File: config.mk
export PLATFORM = sky130hd
export DESIGN_NAME = fifo_irq_unit
export DESIGN_NICKNAME = d
export VERILOG_FILES = /design/src/rtl/fifo_irq_pkg.sv /design/src/rtl/fifo_irq_sticky.sv /design/src/rtl/fifo_irq_mask.sv /design/src/rtl/fifo_irq_level.sv /design/src/rtl/fifo_irq_unit.sv
export SDC_FILE = /design/constraint.sdc
export NUM_CORES = 1
export LEC_CHECK = 0
export BUFFER_PORTS_ARGS = -buffer_cell sky130_fd_sc_hd__buf_2
export CORE_MARGIN = 4
export CORE_UTILIZATION = 53
export CTS_BUF_LIST = sky130_fd_sc_hd__clkbuf_2
export CTS_CLUSTER_SIZE = 20
export DETAILED_ROUTE_END_ITERATION = 7
export MAX_ROUTING_LAYER = met4
export PLACE_DENSITY = 0.82
export SYNTH_ARGS = -nofsm -noshare
export SYNTH_HDL_FRONTEND = slang
export SYNTH_SLANG_ARGS = --single-unit
File: constraint.sdc
create_clock -name clk_i -period 2 [get_ports clk_i]
set_clock_uncertainty 0.1 [all_clocks]
set_input_delay 0.2 -clock clk_i [delete_from_list [all_inputs] [get_ports clk_i]]
set_output_delay 0.2 -clock clk_i [all_outputs]
set_load 0.1 [all_outputs]
File: src/rtl/fifo_irq_pkg.sv
package fifo_irq_pkg;
  localparam int unsigned STAT_W = 7;
  localparam int unsigned ADDR_W = 8;

  localparam int unsigned B_RX_OVF  = 0;
  localparam int unsigned B_MODE    = 1;
  localparam int unsigned B_TX_LOW  = 2;
  localparam int unsigned B_TX_FULL = 3;
  localparam int unsigned B_RX_HIGH = 4;
  localparam int unsigned B_RX_FULL = 5;
  localparam int unsigned B_TX_UNF  = 6;

  localparam logic [STAT_W-1:0] STICKY_BITS = STAT_W'((1 << B_TX_UNF) | (1 << B_MODE) | (1 << B_RX_OVF));

  localparam logic [ADDR_W-1:0] A_STATUS = 8'h04;
  localparam logic [ADDR_W-1:0] A_ENABLE = 8'h08;
  localparam logic [ADDR_W-1:0] A_DISABL = 8'h0C;
  localparam logic [ADDR_W-1:0] A_MASK   = 8'h10;
  localparam logic [ADDR_W-1:0] A_TX_THR = 8'h28;
  localparam logic [ADDR_W-1:0] A_RX_THR = 8'h2C;
endpackage

File: src/rtl/fifo_irq_sticky.sv
module fifo_irq_sticky #(
  parameter int unsigned W = 7,
  parameter logic [W-1:0] KEEP = '1
) (
  input  logic         clk_i,
  input  logic         rst_ni,
  input  logic [W-1:0] set_i,
  input  logic [W-1:0] clr_i,
  output logic [W-1:0] q_o
);
  for (genvar i = 0; i < W; i++) begin : g_bit
    if (KEEP[i]) begin : g_flop
      logic q;
      // event beats clear
      always_ff @(posedge clk_i or negedge rst_ni) begin
        if (!rst_ni) q <= 1'b0;
        else         q <= (q & ~clr_i[i]) | set_i[i];
      end
      assign q_o[i] = q;

      p_event_wins_r4: assert property (@(posedge clk_i) disable iff (!rst_ni)
        set_i[i] |=> q_o[i]);
      p_w1c_r3: assert property (@(posedge clk_i) disable iff (!rst_ni)
        (clr_i[i] && !set_i[i]) |=> !q_o[i]);
    end else begin : g_none
      assign q_o[i] = 1'b0;
    end
  end
endmodule

File: src/rtl/fifo_irq_mask.sv
module fifo_irq_mask #(
  parameter int unsigned W = 7
) (
  input  logic         clk_i,
  input  logic         rst_ni,
  input  logic         en_we_i,
  input  logic         dis_we_i,
  input  logic [W-1:0] wdata_i,
  output logic [W-1:0] mask_o
);
  logic [W-1:0] mask_q;

  always_ff @(posedge clk_i or negedge rst_ni) begin
    if (!rst_ni)       mask_q <= '0;
    else if (en_we_i)  mask_q <= mask_q | wdata_i;
    else if (dis_we_i) mask_q <= mask_q & ~wdata_i;
  end
  assign mask_o = mask_q;

  for (genvar i = 0; i < W; i++) begin : g_chk
    p_enable_r8: assert property (@(posedge clk_i) disable iff (!rst_ni)
      (en_we_i && wdata_i[i]) |=> mask_o[i]);
    p_disable_r8: assert property (@(posedge clk_i) disable iff (!rst_ni)
      (dis_we_i && !en_we_i && wdata_i[i]) |=> !mask_o[i]);
  end
  p_hold_r9: assert property (@(posedge clk_i) disable iff (!rst_ni)
    (!en_we_i && !dis_we_i) |=> $stable(mask_o));
endmodule

File: src/rtl/fifo_irq_level.sv
module fifo_irq_level #(
  parameter int unsigned CNT_W = 6,
  parameter int unsigned W     = 7
) (
  input  logic             clk_i,
  input  logic             rst_ni,
  input  logic             tx_we_i,
  input  logic             rx_we_i,
  input  logic [CNT_W-1:0] wdata_i,
  input  logic [CNT_W-1:0] tx_count_i,
  input  logic [CNT_W-1:0] rx_count_i,
  input  logic             tx_full_i,
  input  logic             rx_full_i,
  output logic [CNT_W-1:0] tx_thr_o,
  output logic [CNT_W-1:0] rx_thr_o,
  output logic [W-1:0]     live_o
);
  import fifo_irq_pkg::*;

  logic [CNT_W-1:0] tx_thr_q, rx_thr_q;

  always_ff @(posedge clk_i or negedge rst_ni) begin
    if (!rst_ni) begin
      tx_thr_q <= CNT_W'(1);
      rx_thr_q <= CNT_W'(1);
    end else begin
      if (tx_we_i) tx_thr_q <= wdata_i;
      if (rx_we_i) rx_thr_q <= wdata_i;
    end
  end
  assign tx_thr_o = tx_thr_q;
  assign rx_thr_o = rx_thr_q;

  always_comb begin
    live_o            = '0;
    live_o[B_RX_FULL] = rx_full_i;
    live_o[B_RX_HIGH] = (rx_count_i >= rx_thr_q);
    live_o[B_TX_FULL] = tx_full_i;
    live_o[B_TX_LOW]  = (tx_count_i < tx_thr_q);
  end

  p_tx_thr_load_r11: assert property (@(posedge clk_i) disable iff (!rst_ni)
    tx_we_i |=> tx_thr_o == $past(wdata_i));
  p_rx_thr_load_r11: assert property (@(posedge clk_i) disable iff (!rst_ni)
    rx_we_i |=> rx_thr_o == $past(wdata_i));
endmodule

File: src/rtl/fifo_irq_unit.sv
module fifo_irq_unit
  import fifo_irq_pkg::*;
#(
  parameter int unsigned DEPTH = 32,
  localparam int unsigned CNT_W = $clog2(DEPTH) + 1
) (
  input  logic              clk_i,
  input  logic              rst_ni,
  input  logic              wr_en_i,
  input  logic [ADDR_W-1:0] addr_i,
  input  logic [STAT_W-1:0] wdata_i,
  output logic [STAT_W-1:0] rdata_o,
  input  logic [CNT_W-1:0]  tx_count_i,
  input  logic [CNT_W-1:0]  rx_count_i,
  input  logic              tx_full_i,
  input  logic              rx_full_i,
  input  logic              tx_underflow_i,
  input  logic              rx_overflow_i,
  input  logic              mode_fail_i,
  output logic              irq_o
);
  logic [STAT_W-1:0] events, clr, sticky, live, status, mask;
  logic [CNT_W-1:0]  tx_thr, rx_thr;

  always_comb begin
    events           = '0;
    events[B_TX_UNF] = tx_underflow_i;
    events[B_MODE]   = mode_fail_i;
    events[B_RX_OVF] = rx_overflow_i;
  end
  assign clr = (wr_en_i && addr_i == A_STATUS) ? (wdata_i & STICKY_BITS) : '0;

  fifo_irq_sticky #(.W(STAT_W), .KEEP(STICKY_BITS)) i_sticky (
    .clk_i, .rst_ni, .set_i(events), .clr_i(clr), .q_o(sticky)
  );

  fifo_irq_mask #(.W(STAT_W)) i_mask (
    .clk_i, .rst_ni,
    .en_we_i (wr_en_i && addr_i == A_ENABLE),
    .dis_we_i(wr_en_i && addr_i == A_DISABL),
    .wdata_i,
    .mask_o  (mask)
  );

  fifo_irq_level #(.CNT_W(CNT_W), .W(STAT_W)) i_level (
    .clk_i, .rst_ni,
    .tx_we_i   (wr_en_i && addr_i == A_TX_THR),
    .rx_we_i   (wr_en_i && addr_i == A_RX_THR),
    .wdata_i   (wdata_i[CNT_W-1:0]),
    .tx_count_i, .rx_count_i, .tx_full_i, .rx_full_i,
    .tx_thr_o  (tx_thr),
    .rx_thr_o  (rx_thr),
    .live_o    (live)
  );

  assign status = sticky | live;
  assign irq_o  = |(status & mask);

  always_comb begin
    unique case (addr_i)
      A_STATUS: rdata_o = status;
      A_MASK:   rdata_o = mask;
      A_TX_THR: rdata_o = STAT_W'(tx_thr);
      A_RX_THR: rdata_o = STAT_W'(rx_thr);
      default:  rdata_o = '0;
    endcase
  end

  p_quiet_r10: assert property (@(posedge clk_i) disable iff (!rst_ni)
    (mask == '0) |-> !irq_o);
  p_live_nostore_r3: assert property (@(posedge clk_i) disable iff (!rst_ni)
    (sticky & ~STICKY_BITS) == '0);
endmodule

Word-level counts from Yosys, hierarchy flattened
Cells that the tools add are included.
{ "word_totals": {"register_bits": 22, "input_bits": 35, "output_inout_bits": 8} }
{ "op_classes": {"order_cmp": 2, "eq_ne": 6, "mux": 4, "bitwise_logic": 14, "reduce_logical": 7} }
{ "op_table": {"columns": ["cell", "n"], "rows": [
  ["7-bit case mux with 4 select lines", 1],
  ["7-bit two-way mux", 3],
  ["8-bit by 4-bit == test with 1-bit output (second input constant)", 2],
  ["8-bit by 6-bit == test with 1-bit output (second input constant)", 2],
  ["7-bit bitwise AND", 2],
  ["8-bit by 3-bit == test with 1-bit output (second input constant)", 1],
  ["8-bit by 5-bit == test with 1-bit output (second input constant)", 1],
  ["7-bit NOT", 1],
  ["7-bit by 6-bit bitwise OR with 7-bit output", 1],
  ["7-bit bitwise OR", 1],
  ["7-bit OR reduction", 1],
  ["6-bit greater-or-equal comparator", 1],
  ["6-bit less-than comparator", 1],
  ["1-bit logical AND", 5],
  ["1-bit bitwise AND", 3],
  ["1-bit NOT", 3],
  ["1-bit bitwise OR", 3],
  ["2-bit nonzero test", 1]
]} }

Longest topological paths before layout
Gate-level depths: netlist (run 1).
{ "logic_depth": {"word_depth": 6, "ltp_mapped": 6} }

Hierarchy
From an unflattened synthesis (run 1), not the netlist that was laid out.
{ "hier_totals": {"cells_unflattened": 174, "hier_area_um2": 1545.2} }
{ "modules_own_cells": {"columns": ["mod", "instances", "cells_each", "area_each_um2"], "rows": [
  ["fifo_irq_level", 1, 78, 725.7],
  ["fifo_irq_unit", 1, 58, 391.6],
  ["fifo_irq_mask", 1, 21, 262.8],
  ["fifo_irq_sticky", 1, 17, 165.2]
]} }

Least setup slack after synthesis (run 1)
OpenSTA, ideal clock, no wires.
{ "synth_timing": {"kind": "input port to output port", "startpoint": "input addr_i[3]", "endpoint": "output rdata_o[0]", "arrival_time_ps": 2982, "required_time_ps": 1700, "setup_slack_ps": -1282, "cell_stages": 3, "n_path_buf": 0, "cell_sequence": "nor3b_1 a22oi_1 o21ai_0"} }
{ "synth_via": {"elab_chain_len": 2, "word_cells_on_any_way": 5, "classes_between": "eq/ne: 4; mux: 1"} }
{ "synth_lines": {"columns": ["item", "line_no", "text"], "rows": [
  ["start: declaration", "fifo_irq_unit.sv:10", "input logic [ADDR_W-1:0] addr_i,"],
  ["8-bit by 6-bit == test with 1-bit output, or another cell as far along", "fifo_irq_unit.sv:60", "unique case (addr_i)"],
  ["7-bit case mux with 4 select lines *", "fifo_irq_unit.sv:60", null],
  ["end: declaration", "fifo_irq_unit.sv:12", "output logic [STAT_W-1:0] rdata_o,"]
]} }
Every way passes the cells marked *; elsewhere a longest branch is shown, timed or not.

Worst setup path after layout (run 1)
{ "layout_timing": {"startpoint": "register i_level.rx_thr_q[3] (netlist: i_level.rx_thr_o[3])", "endpoint": "output irq_o"} }
{ "layout_via": {"elab_chain_len": 4} }
{ "layout_lines": {"columns": ["item", "line_no", "text"], "rows": [
  ["start: declaration", "fifo_irq_level.sv:20", "logic [CNT_W-1:0] tx_thr_q, rx_thr_q;"],
  ["start signal: assignment", "fifo_irq_level.sv:28", "if (rx_we_i) rx_thr_q <= wdata_i;"],
  ["6-bit greater-or-equal comparator", "fifo_irq_level.sv:37", "live_o[B_RX_HIGH] = (rx_count_i >= rx_thr_q);"],
  ["7-bit by 6-bit bitwise OR with 7-bit output", "fifo_irq_unit.sv:56", "assign status = sticky | live;"],
  ["7-bit bitwise AND", "fifo_irq_unit.sv:57", "assign irq_o = |(status & mask);"],
  ["7-bit OR reduction", "fifo_irq_unit.sv:57", null],
  ["end: declaration", "fifo_irq_unit.sv:20", "output logic irq_o"]
]} }
Every way passes these cells.

==> impl_metrics.yaml, run 1 <==
outcome:
  status: "finished, violations left"
  failed_checks: "setup timing"
logic_synthesis:
  synth_area_leaders: "dfrtp_1 36%, ha_1 9.8%, mux2_2 9.6%"
  ys.flop_type: "dfrtp_1"
  synth_fp_nets: 187
  yosys_warnings: 0
  avgSynthCellArea_sq_um: 9.99
  ys_seq_area_frac: 0.393
  synth-seq-cells: 22
  yosysMostFrequentCell: "dfrtp_1"
  synth_top_area_share: 0.355
  netlist_instances: 141
  ys_async_sr_fraction: 1.00
  yosysUniqueCellTypes: 31
  yosys.area.top_type: "dfrtp_1"
  yosys-top-cells-count: "20 x dfrtp_1, 18 x inv_1, 14 x nand2_1"
  synth_edf_count: 0
  synth.cell_area_sq_um: 1410
layout:
  area_delta_synth_final_pct: 47.8
  n_antenna_cell: 0
  register_area_sq_um: 553
  num-fill-cells: 127
  nets: 247
  design_area_sq_um: 2080
  fin_util: 0.833
  multi_input_area_sq_um: 932
  drive_above_1_share: 0.490
pwr:
  p_int_uw: 620
  powerDensity_nw_per_um2: 430
  leakage_uw: 0.000968
  irDropWorstVdd_uv: 385
  p_sw_uw: 275
  clkPwrFrac: 0.206
  seqPwrFrac: 0.537
  switching_share: 0.307
  p_comb_frac: 0.256
critical_path:
  reg2reg_to: "i_level.tx_thr_o[1]$_DFFE_PN0P_"
  critPathKind: "reg2out"
  cpMaxStageDelayCell: "dfrtp_1"
  cpLargestDelayFamily: "compound AO/OA/AOI/OAI gates"
  cp_slowest_stage_delay_ns: 0.45
  r2r-start: "i_level.tx_thr_o[1]$_DFFE_PN0P_"
  crit_path_max_fanout: 2
  arrival_ns: 1.98
  critPathBufInv: 2
  cp.required_ns: 1.70
  critPathCaptureType: "primary output"
  r2r_setup_slack_ns: 0.85
  crit_chain: "inv_2, ha_4, a211o_1, a21oi_2, o21a_1, o221ai_2, buf_12"
  critPathLaunchType: "flip-flop"
  rr_worst_depth: 3
floorplan:
  die_h_um: 59.6
  design.die.area_sq_um: 3550
  design.core.area_sq_um: 2500
  die_w_um: 59.6
  num_rows: 18
  ios: 43
  start_util: 0.564
min_path:
  min_path_type: "in2reg"
  hp-start: "wdata_i[5]"
  hold_depth: 3
drt:
  ant_nets: 0
  drcViolationCount: 0
  vias_per_cell: 6.09
  num_vias: 1401
  wl_mm: 4.62
  wire_per_inst_um: 20.1
  drtIter0Drc: 77
  dr.pass1.iters: 4
cts:
  cts-root-buf: "clkbuf_2"
  cts_made_buffers: 3
  cts-htree-levels: 1
  clockBufferDepth: 2
  clk_pin_slew_ns: 0.22
  cts_tree: "built"
  clk_latency_ns: 0.34
  clock_sinks: 22
global_routing:
  grt_remaining_overflow: 0
  grt_use_total: 0.256
  grt_max_degree: 23
  antenna_found_initial: 0
  grt_pass1_vias: 1410
  grt_pass1_wl_mm: 6.57
timing:
  final-setup-viol-count: 3
  fmax_mhz: 438
  finalCriticalPeriod_ns: 2.28
  slew_headroom: 0.663
  finalMaxSlewViolations: 0
  layout_worst_path_cycle_share: 1.14
  tightest_slew_ns: 0.505
  fin_ws_ns: -0.283
  finalHoldViolations: 0
  rsz0062_at_grt: "yes"
placement:
  dp_hpwl_mm: 2.96
  gp_congestion: 0.855
  post_dp_cell_area_sq_um: 1830
  port_buffers: 42
job:
  maxCapViolations: 0
==> cells by family (layout without fill, tap and decap cells) <==
logic type	after synthesis	count (layout)	synth area share
compound gates	31	31	0.155
fa+ha+maj	11	11	0.0977
buf+inv	22	81	0.0613
flops	22	22	0.393
mux	19	19	0.146
simple gates	36	36	0.147
==> cells in the final DEF (no fill, tap or decap), types with 4 or more instances in the layout <==
| cell | instances |
|---|---|
| buf_2 | 34 |
| dfrtp_1 | 20 |
| inv_1 | 14 |
| nand2_1 | 14 |
| mux2_2 | 12 |
| buf_4 | 11 |
| a22oi_1 | 9 |
| buf_12 | 8 |
| mux2i_1 | 7 |
| ha_1 | 6 |
| dlygate4sd3_1 | 6 |
| nand3_1 | 5 |
| ha_4 | 5 |
| inv_2 | 4 |
| a21oi_2 | 4 |
==> per-layer routing <==
metal  wire length (um)  GRT usage  share of wire  vias up
met5                  0          -              0        -
met4                206     0.0981          0.045        0
li1                   -          -              -      627
met2               2220      0.421           0.48      105
met3                419     0.0654          0.091       25
met1               1780      0.300           0.39      644
==> tightest hold or removal path, stage by stage <==
cell     delay (ns)
buf_2          0.12
nand2_1        0.07
mux2i_1        0.06
==> power groups by stage <==
stage | Clock [uW] | Sequential, uW | Combinational [uW]
detailed placement | 0 | 487 | 159
global placement | 0 | 486 | 152
CTS | 182 | 479 | 193
floorplan | 0 | 483 | 82.2
finish | 185 | 481 | 230
global route | 207 | 483 | 246
==> worst max-delay path by stage <==
stage                                    start    endpoint  slack (ns)  depth (start not counted)
2_1_floorplan  i_level.tx_thr_o[5]$_DFFE_PN0P_       irq_o       -0.22                          5
3_3_place_gp                         addr_i[3]  rdata_o[3]        0.15                          6
3_5_place_dp   i_level.rx_thr_o[3]$_DFFE_PN0P_       irq_o        0.08                          7
4_1_cts        i_level.rx_thr_o[3]$_DFFE_PN0P_       irq_o       -0.28                          7
5_1_grt        i_level.rx_thr_o[0]$_DFFE_PN1P_       irq_o       -0.38                          6
6_report       i_level.rx_thr_o[3]$_DFFE_PN0P_       irq_o       -0.28                          7
==> cell type report <==
type / instances / area share
inverters: 18 / 0.0325
multi-input cells: 97 / 0.448
clock inverters: 1 / 0.00180
well taps: 30 / 0.0180
repair buffers: 59 / 0.227
flip-flops and latches: 22 / 0.266
clock buffers: 3 / 0.00721
==> repair_timing <==
action,in CTS,in global routing
pin swaps,5,9
hold buffers,4,2
hold endpoints to repair,23,3
buffers inserted,4,4
endpoints found under the setup margin,3,3
resized for setup,10,8
==> metrics by stage <==
stage | TNS, ns | setup slack [ns] | power (uW) | cells | hold slack [ns]
after global placement | 0 | 0.155 | 638 | 212 | 0.0878
after global routing | -0.981 | -0.385 | 936 | 230 | 0.00259
after CTS | -0.594 | -0.284 | 854 | 224 | 0.0220
after floorplan | -0.953 | -0.218 | 565 | 141 | -0.196
final | -0.637 | -0.283 | 896 | 230 | 0.0168
after detailed placement | 0 | 0.0843 | 647 | 212 | 0.0921
Power figures use the tool's default switching activity.
==> run 2, diff against run 1 <==
==> constraint.sdc (replaced) <==
create_clock -name clk_i -period 2.25 [get_ports clk_i]
set_clock_uncertainty 0.1 [all_clocks]
set_input_delay 0 -clock clk_i [delete_from_list [all_inputs] [get_ports clk_i]]
set_output_delay 0 -clock clk_i [all_outputs]
set_load 0.1 [all_outputs]
==> run 2 against run 1 <==
  * The flow finishes with violations (hold timing)
  * Critical path depth shrank 1
  * Sequential power shrank 11%
  * Global-route usage shrank 1.0 points
  * Flip-flop and latch count is the same
  * Combinational power shrank 32%
  * Die area is the same
  * Largest power group unchanged
==> impl_metrics.yaml, run 2 (same netlist as run 1, synthesis figures left out) <==
drt:
  drcViolationCount: 0
  wire_per_inst_um: 16.8
  dr.pass1.iters: 7
  ant_nets: 0
  wl_mm: 3.89
  drtIter0Drc: 77
  num_vias: 1353
  vias_per_cell: 5.83
job:
  maxCapViolations: 0
floorplan:
  design.die.area_sq_um: 3550
  num_rows: 18
  design.core.area_sq_um: 2500
  die_h_um: 59.6
  ios: 43
  die_w_um: 59.6
  start_util: 0.564
pwr:
  clkPwrFrac: 0.232
  p_total_uw: 762
  p_comb_frac: 0.207
  leakage_uw: 0.000907
  seqPwrFrac: 0.561
  powerDensity_nw_per_um2: 407
  p_sw_uw: 224
  switching_share: 0.293
  p_int_uw: 538
  irDropWorstVdd_uv: 404
critical_path:
  cp.required_ns: 2.15
  critPathKind: "reg2out"
  cp_slowest_stage_delay_ns: 0.41
  critPathCaptureType: "primary output"
  crit_chain: "inv_1, ha_1, a21oi_1, o221ai_1, o221ai_2, buf_4"
  arrival_ns: 2.05
  critPathLaunchType: "flip-flop"
  r2r_setup_slack_ns: 0.88
  cpMaxStageDelayCell: "dfrtp_1"
  critPathBufInv: 2
  crit_path_max_fanout: 3
  cpLargestDelayFamily: "compound AO/OA/AOI/OAI gates"
timing:
  final-setup-viol-count: 0
  finalMaxSlewViolations: 0
  finalHoldViolations: 11
  slew_headroom: 0.674
  layout_worst_path_cycle_share: 0.955
  fmax_mhz: 465
  rsz0062_at_grt: "yes"
  finalCriticalPeriod_ns: 2.15
  tightest_slew_ns: 0.489
  holdWs_ns: -0.0132
placement:
  gp_congestion: 0.843
  port_buffers: 42
  dp_hpwl_mm: 2.73
cts:
  cts_made_buffers: 3
  cts-root-buf: "clkbuf_2"
  clk_pin_slew_ns: 0.22
  cts_tree: "built"
  clock_sinks: 22
  clockBufferDepth: 2
  clk_latency_ns: 0.34
  cts-htree-levels: 1
global_routing:
  grt_pass1_vias: 1454
  grt_use_total: 0.246
  antenna_found_initial: 0
  grt_remaining_overflow: 0
  grt_max_degree: 23
  grt_pass1_wl_mm: 6.39
layout:
  fin_util: 0.749
  n_antenna_cell: 0
  area_delta_synth_final_pct: 32.9
  final_common_cell: "buf_2"
  drive_above_1_share: 0.347
  nets: 249
  mostFrequentLayoutCells: "39 x buf_2, 20 x dfrtp_1, 18 x inv_1"
outcome:
  status: "finished, violations left"
  failed_checks: "hold timing"
min_path:
  min_path_type: "in2async"
[run 2: final timing paths]
check / startpoint / end / cells past startpoint
worst max-delay path: i_level.tx_thr_o[5]$_DFFE_PN0P_ / rdata_o[2] / 6
worst min-delay path: rst_ni / async pin / 2
worst max register to register: i_sticky.g_bit[1].g_flop.q$_DFF_PN0_ / i_sticky.g_bit[1].g_flop.q$_DFF_PN0_ / 2
worst min register to register: i_level.tx_thr_o[5]$_DFFE_PN0P_ / i_level.tx_thr_o[5]$_DFFE_PN0P_ / 1
max in group asynchronous: rst_ni / i_level.rx_thr_o[0]$_DFFE_PN1P_ / 2
min in group clk_i: wr_en_i / i_level.tx_thr_o[3]$_DFFE_PN0P_ / 4
[run 2: power groups by stage]
stage                     Sequential [uW]  Combinational (uW)  Clock [uW]
after floorplan                       429                71.2           0
after global placement                432                 129           0
after detailed placement              433                 135           0
after CTS                             426                 154         175
after global routing                  430                 176         192
final                                 428                 157         177
[run 2: timing repair]
item / in CTS / in global routing
buffers inserted: 0 / 1
hold endpoints to repair: 44 / 0
endpoints found under the setup margin: 0 / 3
gates resized for setup: 0 / 7
hold buffers: 17 / 0
[run 2: through the flow]
step | setup WS, ns | std cells | cell area [sq um] | TNS (ns)
CTS | 0.0106 | 231 | 1850 | 0
finish | 0.101 | 232 | 1870 | 0
floorplan | 0.115 | 141 | 1430 | 0
global route | -0.0205 | 232 | 1870 | -0.0205
detailed placement | 0.440 | 210 | 1660 | 0
global placement | 0.462 | 210 | 1660 | 0
[run 2: metal layers]
metal  global-route usage  wire length, um
met1                0.300             1600
met2                0.429             1970
met3               0.0261              260
met4               0.0696               67
met5                    -                0
[run 2: final cells by class]
cell class              count  area (sq um)
multi-input cells          97           788
flip-flops and latches     22           553
fillers                   175           627
inverters                  18          67.6
repair buffers             61           407
well taps                  30          37.5
clock buffers               4          20.0
